<file path="src/rtl/ccdseq_pkg.sv">
package ccdseq_pkg;

  typedef enum logic [4:0] {
    ST_IDLE, ST_ARM, ST_DONE,
    ST_PT0, ST_PT1, ST_PT2, ST_PT3,
    ST_FL0, ST_FL1, ST_FL2,
    ST_SK0, ST_SK1, ST_SK2,
    ST_RST, ST_REF, ST_XFR, ST_SIG, ST_HLD, ST_CNV
  } step_t;

  typedef struct packed {
    logic [2:0] par;
    logic       tg;
    logic [2:0] ser;
    logic       sw;
    logic       rg;
    logic       clamp;
    logic       integ;
    logic       hold;
    logic       conv;
    logic       valid;
    logic       done;
  } wave_t;

  localparam wave_t WAVE_IDLE = '{par: 3'b011, tg: 1'b0, ser: 3'b000, sw: 1'b0,
                                  rg: 1'b0, clamp: 1'b0, integ: 1'b0, hold: 1'b0,
                                  conv: 1'b0, valid: 1'b0, done: 1'b0};

  // Output pattern of each step
  function automatic wave_t step_wave(step_t s);
    wave_t w;
    w = WAVE_IDLE;
    case (s)
      ST_DONE: w.done = 1'b1;
      ST_PT0:  w.par = 3'b110;
      ST_PT1:  begin w.par = 3'b100; w.tg = 1'b1; end
      ST_PT2:  begin w.par = 3'b101; w.tg = 1'b1; end
      ST_PT3:  w.par = 3'b001;
      ST_FL0, ST_SK0: begin w.ser = 3'b001; w.rg = 1'b1; end
      ST_FL1, ST_SK1: begin w.ser = 3'b010; w.sw = 1'b1; end
      ST_FL2, ST_SK2: w.ser = 3'b100;
      ST_RST:  begin w.ser = 3'b001; w.rg = 1'b1; w.clamp = 1'b1; end
      ST_REF:  begin w.ser = 3'b001; w.integ = 1'b1; end
      ST_XFR:  begin w.ser = 3'b010; w.sw = 1'b1; end
      ST_SIG:  begin w.ser = 3'b100; w.integ = 1'b1; end
      ST_HLD:  begin w.ser = 3'b100; w.hold = 1'b1; end
      ST_CNV:  begin w.ser = 3'b100; w.conv = 1'b1; w.valid = 1'b1; end
      default: ;
    endcase
    return w;
  endfunction

endpackage

</file>
<file path="src/rtl/ccdseq_timer.sv">
module ccdseq_timer #(
  parameter int W = 16
) (
  input  logic         clk,
  input  logic         rst,
  input  logic         load,
  input  logic [W-1:0] load_val,
  output logic         zero
);
  logic [W-1:0] cnt;

  always_ff @(posedge clk) begin
    if (rst)              cnt <= '0;
    else if (load)        cnt <= load_val;
    else if (cnt != '0)   cnt <= cnt - 1'b1;
  end

  assign zero = (cnt == '0);
endmodule

</file>
<file path="src/rtl/ccdseq_wave.sv">
module ccdseq_wave
  import ccdseq_pkg::*;
(
  input  logic  clk,
  input  logic  rst,
  input  step_t nxt,
  output wave_t wv
);
  always_ff @(posedge clk) begin
    if (rst) wv <= WAVE_IDLE;
    else     wv <= step_wave(nxt);
  end
endmodule

</file>
<file path="src/rtl/ccdseq_ctrl.sv">
module ccdseq_ctrl
  import ccdseq_pkg::*;
#(
  parameter int NCOLS = 1024,
  parameter int NROWS = 1024,
  parameter int TW    = 16,
  localparam int CW   = $clog2(NCOLS),
  localparam int RW   = $clog2(NROWS)
) (
  input  logic          clk,
  input  logic          rst,
  input  logic          start,
  input  logic          tmr_zero,
  input  logic [RW-1:0] row0,
  input  logic [RW-1:0] row_last,
  input  logic [CW-1:0] col0,
  input  logic [CW-1:0] col_last,
  input  logic [TW-1:0] t_par,
  input  logic [TW-1:0] t_fast,
  input  logic [TW-1:0] t_rst,
  input  logic [TW-1:0] t_int,
  input  logic [TW-1:0] t_xfr,
  input  logic [TW-1:0] t_hold,
  output step_t         nxt,
  output logic          accept,
  output logic          load,
  output logic [TW-1:0] load_val
);
  localparam logic [CW-1:0] FL_LAST = CW'(NCOLS - 1);

  step_t         step;
  logic [RW-1:0] row, row_n, row_inc;
  logic [CW-1:0] col, col_n, col_inc;
  logic [CW-1:0] fl, fl_n;

  assign row_inc = row + 1'b1;
  assign col_inc = col + 1'b1;

  function automatic logic [TW-1:0] ticks_m1(logic [TW-1:0] d);
    return (d == '0) ? '0 : d - 1'b1;
  endfunction

  always_comb begin
    nxt    = step;
    row_n  = row;
    col_n  = col;
    fl_n   = fl;
    accept = (step == ST_IDLE) && start;
    load   = accept;
    if (accept) begin
      nxt = ST_ARM;
    end else if (step != ST_IDLE && tmr_zero) begin
      load = 1'b1;
      case (step)
        ST_ARM: begin
          row_n = '0;
          fl_n  = '0;
          nxt   = (row0 == '0) ? ST_FL0 : ST_PT0;
        end
        ST_FL0: nxt = ST_FL1;
        ST_FL1: nxt = ST_FL2;
        ST_FL2: begin
          if (fl == FL_LAST) nxt = ST_PT0;
          else begin fl_n = fl + 1'b1; nxt = ST_FL0; end
        end
        ST_PT0: nxt = ST_PT1;
        ST_PT1: nxt = ST_PT2;
        ST_PT2: nxt = ST_PT3;
        ST_PT3: begin
          if (row < row0) begin
            row_n = row_inc;
            fl_n  = '0;
            nxt   = (row_inc >= row0) ? ST_FL0 : ST_PT0;
          end else begin
            col_n = '0;
            nxt   = (col0 == '0) ? ST_RST : ST_SK0;
          end
        end
        ST_SK0: nxt = ST_SK1;
        ST_SK1: nxt = ST_SK2;
        ST_SK2: begin
          col_n = col_inc;
          nxt   = (col_inc >= col0) ? ST_RST : ST_SK0;
        end
        ST_RST: nxt = ST_REF;
        ST_REF: nxt = ST_XFR;
        ST_XFR: nxt = ST_SIG;
        ST_SIG: nxt = ST_HLD;
        ST_HLD: nxt = ST_CNV;
        ST_CNV: begin
          if (col == col_last) begin
            if (row == row_last) nxt = ST_DONE;
            else begin row_n = row_inc; fl_n = '0; nxt = ST_FL0; end
          end else begin
            col_n = col_inc;
            nxt   = ST_RST;
          end
        end
        default: nxt = ST_IDLE;
      endcase
    end
  end

  always_comb begin
    case (nxt)
      ST_PT0, ST_PT1, ST_PT2, ST_PT3:                 load_val = ticks_m1(t_par);
      ST_FL0, ST_FL1, ST_FL2, ST_SK0, ST_SK1, ST_SK2: load_val = ticks_m1(t_fast);
      ST_RST:                                         load_val = ticks_m1(t_rst);
      ST_REF, ST_SIG:                                 load_val = ticks_m1(t_int);
      ST_XFR:                                         load_val = ticks_m1(t_xfr);
      ST_HLD:                                         load_val = ticks_m1(t_hold);
      default:                                        load_val = '0;
    endcase
  end

  always_ff @(posedge clk) begin
    if (rst) begin
      step <= ST_IDLE;
      row  <= '0;
      col  <= '0;
      fl   <= '0;
    end else begin
      step <= nxt;
      row  <= row_n;
      col  <= col_n;
      fl   <= fl_n;
    end
  end
endmodule

</file>
<file path="src/rtl/ccd_readout_seq.sv">
module ccd_readout_seq
  import ccdseq_pkg::*;
#(
  parameter int NCOLS = 1024,
  parameter int NROWS = 1024,
  parameter int TW    = 16,
  localparam int CW   = $clog2(NCOLS),
  localparam int RW   = $clog2(NROWS)
) (
  input  logic          clk,
  input  logic          rst,
  input  logic          start,
  input  logic [RW-1:0] win_row0,
  input  logic [RW-1:0] win_rows_m1,
  input  logic [CW-1:0] win_col0,
  input  logic [CW-1:0] win_cols_m1,
  input  logic [TW-1:0] t_par,
  input  logic [TW-1:0] t_fast,
  input  logic [TW-1:0] t_rst,
  input  logic [TW-1:0] t_int,
  input  logic [TW-1:0] t_xfr,
  input  logic [TW-1:0] t_hold,
  output logic [2:0]    par_clk,
  output logic          xfer_gate,
  output logic [2:0]    ser_clk,
  output logic          sum_gate,
  output logic          reset_gate,
  output logic          clamp,
  output logic          integ,
  output logic          hold,
  output logic          adc_start,
  output logic          pix_valid,
  output logic          frame_done
);
  // Window end, clipped to the array edge (power-of-two array)
  logic [RW:0]   row_sum;
  logic [CW:0]   col_sum;
  logic [RW-1:0] row_end_in;
  logic [CW-1:0] col_end_in;

  assign row_sum    = {1'b0, win_row0} + {1'b0, win_rows_m1};
  assign col_sum    = {1'b0, win_col0} + {1'b0, win_cols_m1};
  assign row_end_in = row_sum[RW] ? {RW{1'b1}} : row_sum[RW-1:0];
  assign col_end_in = col_sum[CW] ? {CW{1'b1}} : col_sum[CW-1:0];

  // Settings captured at frame start
  logic [RW-1:0] c_row0, c_row_last;
  logic [CW-1:0] c_col0, c_col_last;
  logic [TW-1:0] c_par, c_fast, c_rst, c_int, c_xfr, c_hold;

  step_t         nxt;
  wave_t         wv;
  logic          accept, load, tmr_zero;
  logic [TW-1:0] load_val;

  always_ff @(posedge clk) begin
    if (rst) begin
      c_row0 <= '0; c_row_last <= '0; c_col0 <= '0; c_col_last <= '0;
      c_par  <= '0; c_fast <= '0; c_rst <= '0; c_int <= '0; c_xfr <= '0; c_hold <= '0;
    end else if (accept) begin
      c_row0 <= win_row0; c_row_last <= row_end_in;
      c_col0 <= win_col0; c_col_last <= col_end_in;
      c_par  <= t_par;  c_fast <= t_fast; c_rst <= t_rst;
      c_int  <= t_int;  c_xfr  <= t_xfr;  c_hold <= t_hold;
    end
  end

  ccdseq_ctrl #(.NCOLS(NCOLS), .NROWS(NROWS), .TW(TW)) u_ctrl (
    .clk(clk), .rst(rst), .start(start), .tmr_zero(tmr_zero),
    .row0(c_row0), .row_last(c_row_last), .col0(c_col0), .col_last(c_col_last),
    .t_par(c_par), .t_fast(c_fast), .t_rst(c_rst), .t_int(c_int),
    .t_xfr(c_xfr), .t_hold(c_hold),
    .nxt(nxt), .accept(accept), .load(load), .load_val(load_val)
  );

  ccdseq_timer #(.W(TW)) u_timer (
    .clk(clk), .rst(rst), .load(load), .load_val(load_val), .zero(tmr_zero)
  );

  ccdseq_wave u_wave (.clk(clk), .rst(rst), .nxt(nxt), .wv(wv));

  assign par_clk    = wv.par;
  assign xfer_gate  = wv.tg;
  assign ser_clk    = wv.ser;
  assign sum_gate   = wv.sw;
  assign reset_gate = wv.rg;
  assign clamp      = wv.clamp;
  assign integ      = wv.integ;
  assign hold       = wv.hold;
  assign adc_start  = wv.conv;
  assign pix_valid  = wv.valid;
  assign frame_done = wv.done;
endmodule

</file>
<file path="config.mk">
export PLATFORM = sky130hd
export DESIGN_NAME = ccd_readout_seq
export DESIGN_NICKNAME = d
export VERILOG_FILES = /design/src/rtl/ccdseq_pkg.sv /design/src/rtl/ccdseq_timer.sv /design/src/rtl/ccdseq_wave.sv /design/src/rtl/ccdseq_ctrl.sv /design/src/rtl/ccd_readout_seq.sv
export SDC_FILE = /design/constraint.sdc
export NUM_CORES = 1
export LEC_CHECK = 0
export CAP_MARGIN = 20
export CORE_MARGIN = 4
export CORE_UTILIZATION = 38
export DETAILED_ROUTE_END_ITERATION = 7
export PLACE_DENSITY_LB_ADDON = 0.1
export SLEW_MARGIN = 20
export SYNTH_ARGS = -nofsm -noshare
export SYNTH_HDL_FRONTEND = slang
export SYNTH_HIERARCHICAL = 1
export SYNTH_SLANG_ARGS = --single-unit
</file>
<file path="constraint.sdc">
create_clock -name clk -period 5.5 [get_ports clk]
set_input_delay 0.825 -clock clk [delete_from_list [all_inputs] [get_ports clk]]
set_output_delay 0.825 -clock clk [all_outputs]
set_load 0.03 [all_outputs]
</file>
After elaboration in Yosys (flattened, before gate mapping)
Cells that the tools add are included.
{ "classes": {"muxes": 46, "add_sub_neg": 12, "bitwise": 1, "n_reduce_logical": 29, "magnitude_cmp": 3, "eq_ne": 43} }
{ "op_table": {"columns": ["op", "count"], "rows": [
  ["$mux W16", 8],
  ["$logic_not A16 Y1", 7],
  ["$sub A16 B1 Y16 const B", 7],
  ["$mux W10", 11],
  ["$pmux W16 S6", 1],
  ["$pmux W5 S17", 1],
  ["$eq A5 B4 Y1 const B", 16],
  ["$pmux W10 S3", 2],
  ["$eq A5 B3 Y1 const B", 8],
  ["$pmux W10 S4", 1],
  ["$add A10 B1 Y10 const B", 3],
  ["$eq A5 B5 Y1 const B", 6],
  ["$add A10 B10 Y11", 2],
  ["$eq A10 B10 Y1", 2],
  ["$ge A10 B10 Y1", 2],
  ["$logic_not A10 Y1", 2],
  ["$mux W3", 6],
  ["$reduce_bool A16 Y1", 1],
  ["$eq A5 B2 Y1 const B", 3],
  ["$mux W5", 3],
  ["$pmux W3 S4", 1],
  ["$eq A10 B10 Y1 const B", 1],
  ["$lt A10 B10 Y1", 1],
  ["$mux W1", 9],
  ["other kinds (21)", 30]
]} }
{ "totals": {"word_cells": 160, "inputBits": 139, "output_inout_bits": 15, "reg_bits": 202} }

Depth between registers and ports, before layout
Gate-level depths: netlist of the first run.
{ "depth": {"ltp_word": 11, "mapped_depth": 20} }

Modules after synthesis
The synthesis of the first run kept the hierarchy.
{ "modules_own_cells": {"columns": ["module", "cells_each", "instances", "area_each_um2"], "rows": [
  ["ccd_readout_seq", 562, 1, 5639.2],
  ["ccdseq_ctrl", 761, 1, 5506.5],
  ["ccdseq_timer", 112, 1, 902.1],
  ["ccdseq_wave", 56, 1, 580.6]
]} }

Worst setup path after synthesis of the first run
Ideal clock, no wire load.
{ "synth_timing": {"path_type": "reg-to-reg", "start": "reg u_ctrl.col[0]", "end": "reg u_timer.cnt[15]", "slack_ns": 1.807, "setup_ns": 0.060, "path_stages_with_launch": 21, "arrival_ns": 3.633, "period_less_slack_ns": 3.693, "path_cell_list": "dfxtp_1 -> nand3_1 -> nor2_1 -> and3_1 -> and3_1 -> xor2_1 -> ha_1 -> nand2_1 -> nor2_1 -> a211oi_1 -> a21boi_1 -> o31ai_2 -> and2_4 -> inv_2 -> a221oi_4 -> buf_2 -> nand2_1 -> nand4_1 -> mux2i_1 -> a211oi_1 -> a311o_1"} }
{ "synth_between": {"elab_chain_cells": 10} }
{ "synth_rtl": {"columns": ["item", "line", "text"], "rows": [
  ["from (decl)", "ccdseq_ctrl.sv:33", "logic [CW-1:0] col, col_n, col_inc;"],
  ["from (signal assigned)", "ccdseq_ctrl.sv:125", "col <= col_n;"],
  ["$add A10 B1 Y10", "ccdseq_ctrl.sv:37", "assign col_inc = col + 1'b1;"],
  ["$ge A10 B10 Y1", "ccdseq_ctrl.sv:83", "nxt = (col_inc >= col0) ? ST_RST : ST_SK0;"],
  ["$mux W3", "ccdseq_ctrl.sv:83", null],
  ["$pmux W5 S17 *", "ccdseq_ctrl.sv:54", "case (step)"],
  ["$mux W5 *", "ccdseq_ctrl.sv:52", "end else if (step != ST_IDLE && tmr_zero) begin"],
  ["$mux W5 *", "ccdseq_ctrl.sv:50", "if (accept) begin"],
  ["named net nxt[0]", "ccd_readout_seq.sv:51", "step_t nxt;"],
  ["$eq A5 B3 Y1, or another cell as far along", "ccdseq_ctrl.sv:105", "case (nxt)"],
  ["$reduce_or A6 Y1, or another cell as far along", "ccdseq_ctrl.sv:105", null],
  ["$pmux W16 S6 *", "ccdseq_ctrl.sv:105", null],
  ["named net load_val[15]", "ccd_readout_seq.sv:54", "logic [TW-1:0] load_val;"],
  ["$mux W16 *", "ccdseq_timer.sv:14", "else if (load) cnt <= load_val;"],
  ["to (signal assigned)", "ccdseq_timer.sv:14", null],
  ["to (signal assigned)", "ccdseq_timer.sv:15", "else if (cnt != '0) cnt <= cnt - 1'b1;"],
  ["to (decl)", "ccdseq_timer.sv:10", "logic [W-1:0] cnt;"]
]} }
Mark *: on every way through the listed nets, which the timed path passes. The rest lies on a longest branch.
A chain may end at the register's enable or synchronous reset.

Worst setup path after layout of the first run
{ "layout_timing": {"start": "reg u_ctrl.col[2]", "end": "reg u_timer.cnt[15]"} }
Same word-level chain as after synthesis.

==> summary.md, run 1 <==
| Metric | Value |
|---|---|
| Pre-antenna DRT Iters | `5` |
| Port Buf Inserts | `153` |
| Clock-pin slew on the worst setup and hold paths | `60 ps` |
| Clock Sinks | `201` |
| Non-Filler Instances | `2069` |
| Synthesis-to-layout area growth | `20.5%` |
| Synthesized cell area | `0.0126 mm²` |
| Largest net degree at the start of global routing | `140` |
| F_max | `215 MHz` |
| Resized cells post-CTS | `0` |
| Hold Path End | `c_row_last[7]` |
| Synth Net Count | `1698` |
| Cell internal pwr | `0.00338 W` |
| DRC | `0` |
| Post-placement cell area | `0.0145 mm²` |
| Finished Core Util | `46.7%` |
| Max Transition Viols Final | `0` |
| MaxCap Viol Count | `0` |
| Hold Violations, Final | `0` |
| Worst Hold Launch | `c_row_last[7]` |
| Wire length per cell | `17.6 µm` |
| Worst Setup Start Kind | `flop` |
| Mapped Avg Cell Area | `8.47 µm²` |
| Initial antenna violation count | `0` |
| Antenna diodes | `0` |
| Share of layout cells above drive strength 1 | `5.41%` |
| FF-to-FF Start | `u_ctrl/col[2]` |
| Skew final | `11.2 ps` |
| Gr ovfl total | `0` |
| Max H-tree Level | `1` |
| Fillers | `3253` |
| CTS Hold Bufs | `0` |
| Cells after synthesis | `1491` |
| Crit-path max FO | `16` |
| #FFs+latches synth | `201` |
| Final #Nets | `1818` |
| LEAKAGE | `6.10 nW` |
| Starting DRC count in detailed routing | `640` |
| Row count | `66` |
| Fin Hold WS | `502 ps` |
| Gpl congestion | `0.915` |
| Hpwl dp | `27900 µm` |
| Vias | `11000` |
| Post-Route WL | `36400 µm` |
| Multi-input logic area | `0.00808 mm²` |
| Unique masters post-synth | `100` |
| Final period util | `84.6%` |
| Sw power | `0.00196 W` |
| Number of global-route vias before repair | `10500` |
| RSZ-0062 raised after global routing | `false` |
| Register area share after synthesis | `31.9%` |
| Number of post-CTS setup repair buffers | `0` |
| Reg-to-reg endpoint | `u_timer/cnt[15]` |
| Critical Path RT | `5910 ps` |
| Post-synth EDFFs | `0` |
| Switching share of power | `36.7%` |
| Worst R2R Setup Slack | `850 ps` |
| CTS root buf | `clkbuf_16` |
| Chip Width | `190 µm` |
| Drt via density | `5.31` |
| I/O pin cnt | `154` |
| DIE HEIGHT | `190 µm` |
| Type of the most critical hold path | `flop to flop` |
| Post-route cell area | `0.0152 mm²` |
| Core area | `0.0326 mm²` |
| CP Class | `flop to flop` |
| Syn. warnings | `6` |
| Clk Latency, worst-skew pair | `530 ps` |
| Commonest register cell after synthesis | `dfxtp_1` |
| Worst VDD drop | `0.283 mV` |
| Die ar. | `0.0362 mm²` |
| R2r worst-path depth | `19` |
| Status | `completed` |
| Global-route wire length before repair | `57900 µm` |
| Num CTS Buffers | `25` |
| FF/Latch Area | `0.00402 mm²` |
| Inst Count DP | `2026` |
| Clock group share of total power | `28.8%` |
| Nature of the critical path endpoint | `flop` |
| Slew @ Worst Pin | `1120 ps` |
| Async S/R FF share, synth | `0%` |
| Sequential power share | `35.0%` |
| GRT Util Overall | `19.5%` |
| Comb power frac | `36.3%` |
| P per Cell Area | `351 mW/mm²` |
| CTS tree | `built` |
| Remaining antenna violation count | `0` |
| CTS max path bufs | `3` |
| Final setup violation count | `0` |
| Hold Crit Depth | `2` |
| Setup TNS | `0 ps` |
| CP arrival | `5060 ps` |
| Max transition margin | `25.2%` |
| Initial Util | `38.7%` |
| Fin crit period | `4650 ps` |
==> critical path, cell delays in order, from the launching register on <==
cell and delay [ps]:
dfxtp_1 430, nand3_1 150, nor2_1 190, and3_1 250, and3_1 180, xor2_1 170
ha_1 280, nand2_1 80, nor2_1 40, a211oi_1 420, a21boi_1 140, o31ai_2 350
and2_4 240, inv_2 130, nand4_1 540, o22a_1 260, nand4_1 100, mux2i_1 150
a211oi_1 70, a311o_1 350
==> synthesized netlist by cell type, drive strengths merged, types with 27 or more instances <==
library cell	count	area, µm²
nor4	34	240
nor2	258	971
a211oi	32	250
a22oi	28	210
nand3	28	145
nand4	34	219
clkbuf	27	103
dfxtp	201	4020
ha	66	826
xnor2	64	561
xor2	82	718
o21ai	39	199
inv	55	206
nand2	102	385
mux2i	122	1220
nor3	37	185
a21oi	41	209
buf	39	223
==> layout make-up <==
| type | count | share of cell area (%) |
|---|---|---|
| Inverter | 55 | 1.36 |
| Multi-Input combinational cell | 1169 | 53.1 |
| Sequential cell | 201 | 26.4 |
| Tap cell | 442 | 3.63 |
| Timing Repair Buffer | 159 | 10.4 |
| Clock buffer | 37 | 4.73 |
| Clock inverter | 6 | 0.288 |
==> stage by stage <==
step,power (W),setup WS [ps]
2_1_floorplan,0.00328,1810
3_3_place_gp,0.00381,1040
3_5_place_dp,0.00382,892
4_1_cts,0.00539,848
5_1_grt,0.00568,550
6_report,0.00535,849
==> placed cells by master, fill, tap and decap left out, types with 37 or more instances in the layout <==
master / n
dfxtp_1: 201
xor2_1: 82
mux2i_1: 122
a21oi_1: 40
nand2_1: 101
ha_1: 66
o21ai_0: 37
clkdlybuf4s50_1: 152
xnor2_1: 64
nor3_1: 37
nor2_1: 257
inv_1: 52
==> cells by family after synthesis <==
logic type | count (synthesis) | share of synthesized area [%]
AND/OR/NAND/NOR | 606 | 23.5
AO/OA/AOI/OAI | 226 | 13.7
flip-flops | 201 | 31.9
XOR/XNOR | 146 | 10.1
multiplexers | 123 | 9.76
buffers and inverters | 121 | 4.21
adder cells (fa/ha/maj) | 68 | 6.86
==> worst max-delay path by stage <==
stage / from / end / cells after the start
final: u_ctrl/col[2] / u_timer/cnt[15] / 19
after global routing: u_ctrl/col[2] / u_timer/cnt[15] / 19
after CTS: u_ctrl/col[0] / u_timer/cnt[15] / 19
after detailed placement: u_ctrl/col[0] / u_timer/cnt[15] / 19
after global placement: u_ctrl/col[0] / u_timer/cnt[15] / 19
after floorplan: u_ctrl/col[0] / u_timer/cnt[15] / 20
==> power groups by stage <==
stage                     logic (W)  clock network (W)  registers (W)
final                       0.00194            0.00154        0.00187
after global placement      0.00191                  0        0.00189
after CTS                   0.00193            0.00160        0.00187
after floorplan             0.00146                  0        0.00182
after global routing        0.00215            0.00164        0.00190
after detailed placement    0.00192                  0        0.00190
==> registers in the layout, indices dropped and copies added, names as in the netlist <==
register / cells
u_ctrl/col: 10
c_par: 16
c_row_last: 10
u_ctrl/fl: 10
u_ctrl/row: 10
c_hold: 16
c_row0: 10
c_int: 16
c_fast: 16
u_timer/cnt: 16
u_ctrl/step: 5
c_rst: 16
u_wave/wv: 14
c_col_last: 10
c_col0: 10
c_xfr: 16
==> metal layers <==
metal	track usage (%)	part of all wire [%]	vias to the layer above
li1	-	-	5534
met3	2.33	4.4	37
met4	3.78	2.0	0
met2	29.4	43	237
met1	30.1	51	5181
met5	0	0	-
Power figures use the tool's default switching activity.
==> run 2: changes to the inputs <==
- clock period: 5.5 -> 4.6 ns (I/O delays scaled with it)
==> summary.md, run 2 (synthesis results as in run 1) <==
| Metric | Value |
|---|---|
| LEAKAGE | `6.18 nW` |
| Synthesis-to-layout area growth | `21.7%` |
| Status | `completed` |
| Num CTS Buffers | `25` |
| Critical Path RT | `5050 ps` |
| Max Transition Viols Final | `0` |
| Max incr delay on CP | `450 ps` |
| Commonest non-fill, non-tap cells in the layout | `257 x nor2_1, 201 x dfxtp_1, 152 x clkdlybuf4s50_1` |
| CTS tree | `built` |
| Post-placement cell area | `0.0145 mm²` |
| Slew @ Worst Pin | `970 ps` |
| Clock-pin slew on the worst setup and hold paths | `60 ps` |
| Row count | `66` |
| Chip Width | `190 µm` |
| Share of layout cells above drive strength 1 | `6.18%` |
| Port Buf Inserts | `153` |
| Antenna diodes | `0` |
| Gr ovfl total | `0` |
| Commonest non-fill, non-tap cell in the layout | `nor2_1` |
| Global-route wire length before repair | `59200 µm` |
| Post-route setup slack | `392 ps` |
| Vias | `11000` |
| I/O pin cnt | `154` |
| CTS max path bufs | `3` |
| Final setup violation count | `0` |
| Worst Setup Start Kind | `flop` |
| DP Worst Slack | `307 ps` |
| Resized cells post-CTS | `0` |
| DRC | `0` |
| Hpwl dp | `28700 µm` |
| Clk Latency, worst-skew pair | `530 ps` |
| DIE HEIGHT | `190 µm` |
| Initial Util | `38.7%` |
| Type of the most critical hold path | `flop to flop` |
| Max stage delay cell, worst path | `dfxtp_1` |
| Gpl congestion | `0.941` |
| MaxCap Viol Count | `0` |
| Post-route cell area | `0.0154 mm²` |
| Number of global-route vias before repair | `10500` |
| Final period util | `91.5%` |
| F_max | `238 MHz` |
| Initial antenna violation count | `0` |
| RSZ-0062 raised after global routing | `false` |
| Post-Route WL | `37200 µm` |
| Max H-tree Level | `1` |
| CTS Hold Bufs | `0` |
| GRT Util Overall | `19.9%` |
| Fin Hold WS | `501 ps` |
| Skew final | `13.9 ps` |
| Clock Sinks | `201` |
| Core area | `0.0326 mm²` |
| Wire length per cell | `17.9 µm` |
| CP arrival | `4660 ps` |
| Worst-path cell chain | `nand3_1 > nor2_1 > and3_1 > and3_1 > xor2_1 > ha_1 > nand4_1 > a211o_1 > o31a_1 > a21boi_1 > o31ai_2 > and2_4 > inv_2 > a221oi_4 > buf_4 > nand2_1 > nand4_1 > nand2_1 > o31a_1 > a22oi_1` |
| Die ar. | `0.0362 mm²` |
| Fin crit period | `4210 ps` |
| Setup TNS | `0 ps` |
| Max transition margin | `34.4%` |
| Drt via density | `5.31` |
| Remaining antenna violation count | `0` |
| P per Cell Area | `433 mW/mm²` |
| Starting DRC count in detailed routing | `825` |
| Fillers | `3193` |
| Nature of the critical path endpoint | `flop` |
| Largest net degree at the start of global routing | `97` |
| Hold Violations, Final | `0` |
| Pre-antenna DRT Iters | `5` |
| Final #Nets | `1824` |
| CP Class | `flop to flop` |
| Worst VDD drop | `0.259 mV` |
| Finished Core Util | `47.1%` |
| Number of post-CTS setup repair buffers | `0` |
| CTS root buf | `clkbuf_16` |
| Crit-path max FO | `16` |
## run 2: routing by layer
metal  routed length [µm]  vias to the layer above  share of wire [%]  global-route usage (%)
met4                  464                        0                1.2                    3.23
met3                 1900                       30                5.1                    2.65
met2                16000                      253                 43                    30.4
li1                     -                     5555                  -                       -
met5                    0                        -                  0                       0
met1                18900                     5196                 51                    30.6
## run 2: layout make-up
| cell class | instances | area (µm²) | share of cell area [%] |
|---|---|---|---|
| timing repair buffer | 165 | 1640 | 10.6 |
| tap | 442 | 553 | 3.60 |
| clock buffer | 34 | 719 | 4.68 |
| sequential | 201 | 4020 | 26.2 |
| multi-input combinational | 1169 | 8090 | 52.6 |
| clock inverter | 11 | 140 | 0.912 |
| inverter | 55 | 206 | 1.34 |
## run 2: final timing paths
path	slack, ps	start	to	cells after the start
worst max-delay path	390	u_ctrl/col[0]	u_timer/cnt[13]	20
worst min register to register	500	c_col_last[5]	c_col_last[5]	2
worst max register to register	390	u_ctrl/col[0]	u_timer/cnt[13]	20
worst min-delay path	500	c_col_last[5]	c_col_last[5]	2
## run 2: power breakdown
group / internal, W / switching (W)
combinational: 0.00100 / 0.00138
clock: 0.00126 / 0.000772
sequential: 0.00196 / 0.000277
total: 0.00422 / 0.00243
## run 2: per-stage QoR
stage	std cells	power [W]
after floorplan	1491	0.00392
after global placement	2032	0.00463
after detailed placement	2032	0.00461
after CTS	2077	0.00668
after global routing	2077	0.00705
final	2077	0.00665
## run 2: critical path: cells and delay by family (launching register included)
kind            cells  cell delay (ps)
flops               1              450
simple gates        9             1420
compound gates      7             1370
buf+inv             2              380
xor+xnor            1              200
fa+ha+maj           1              300
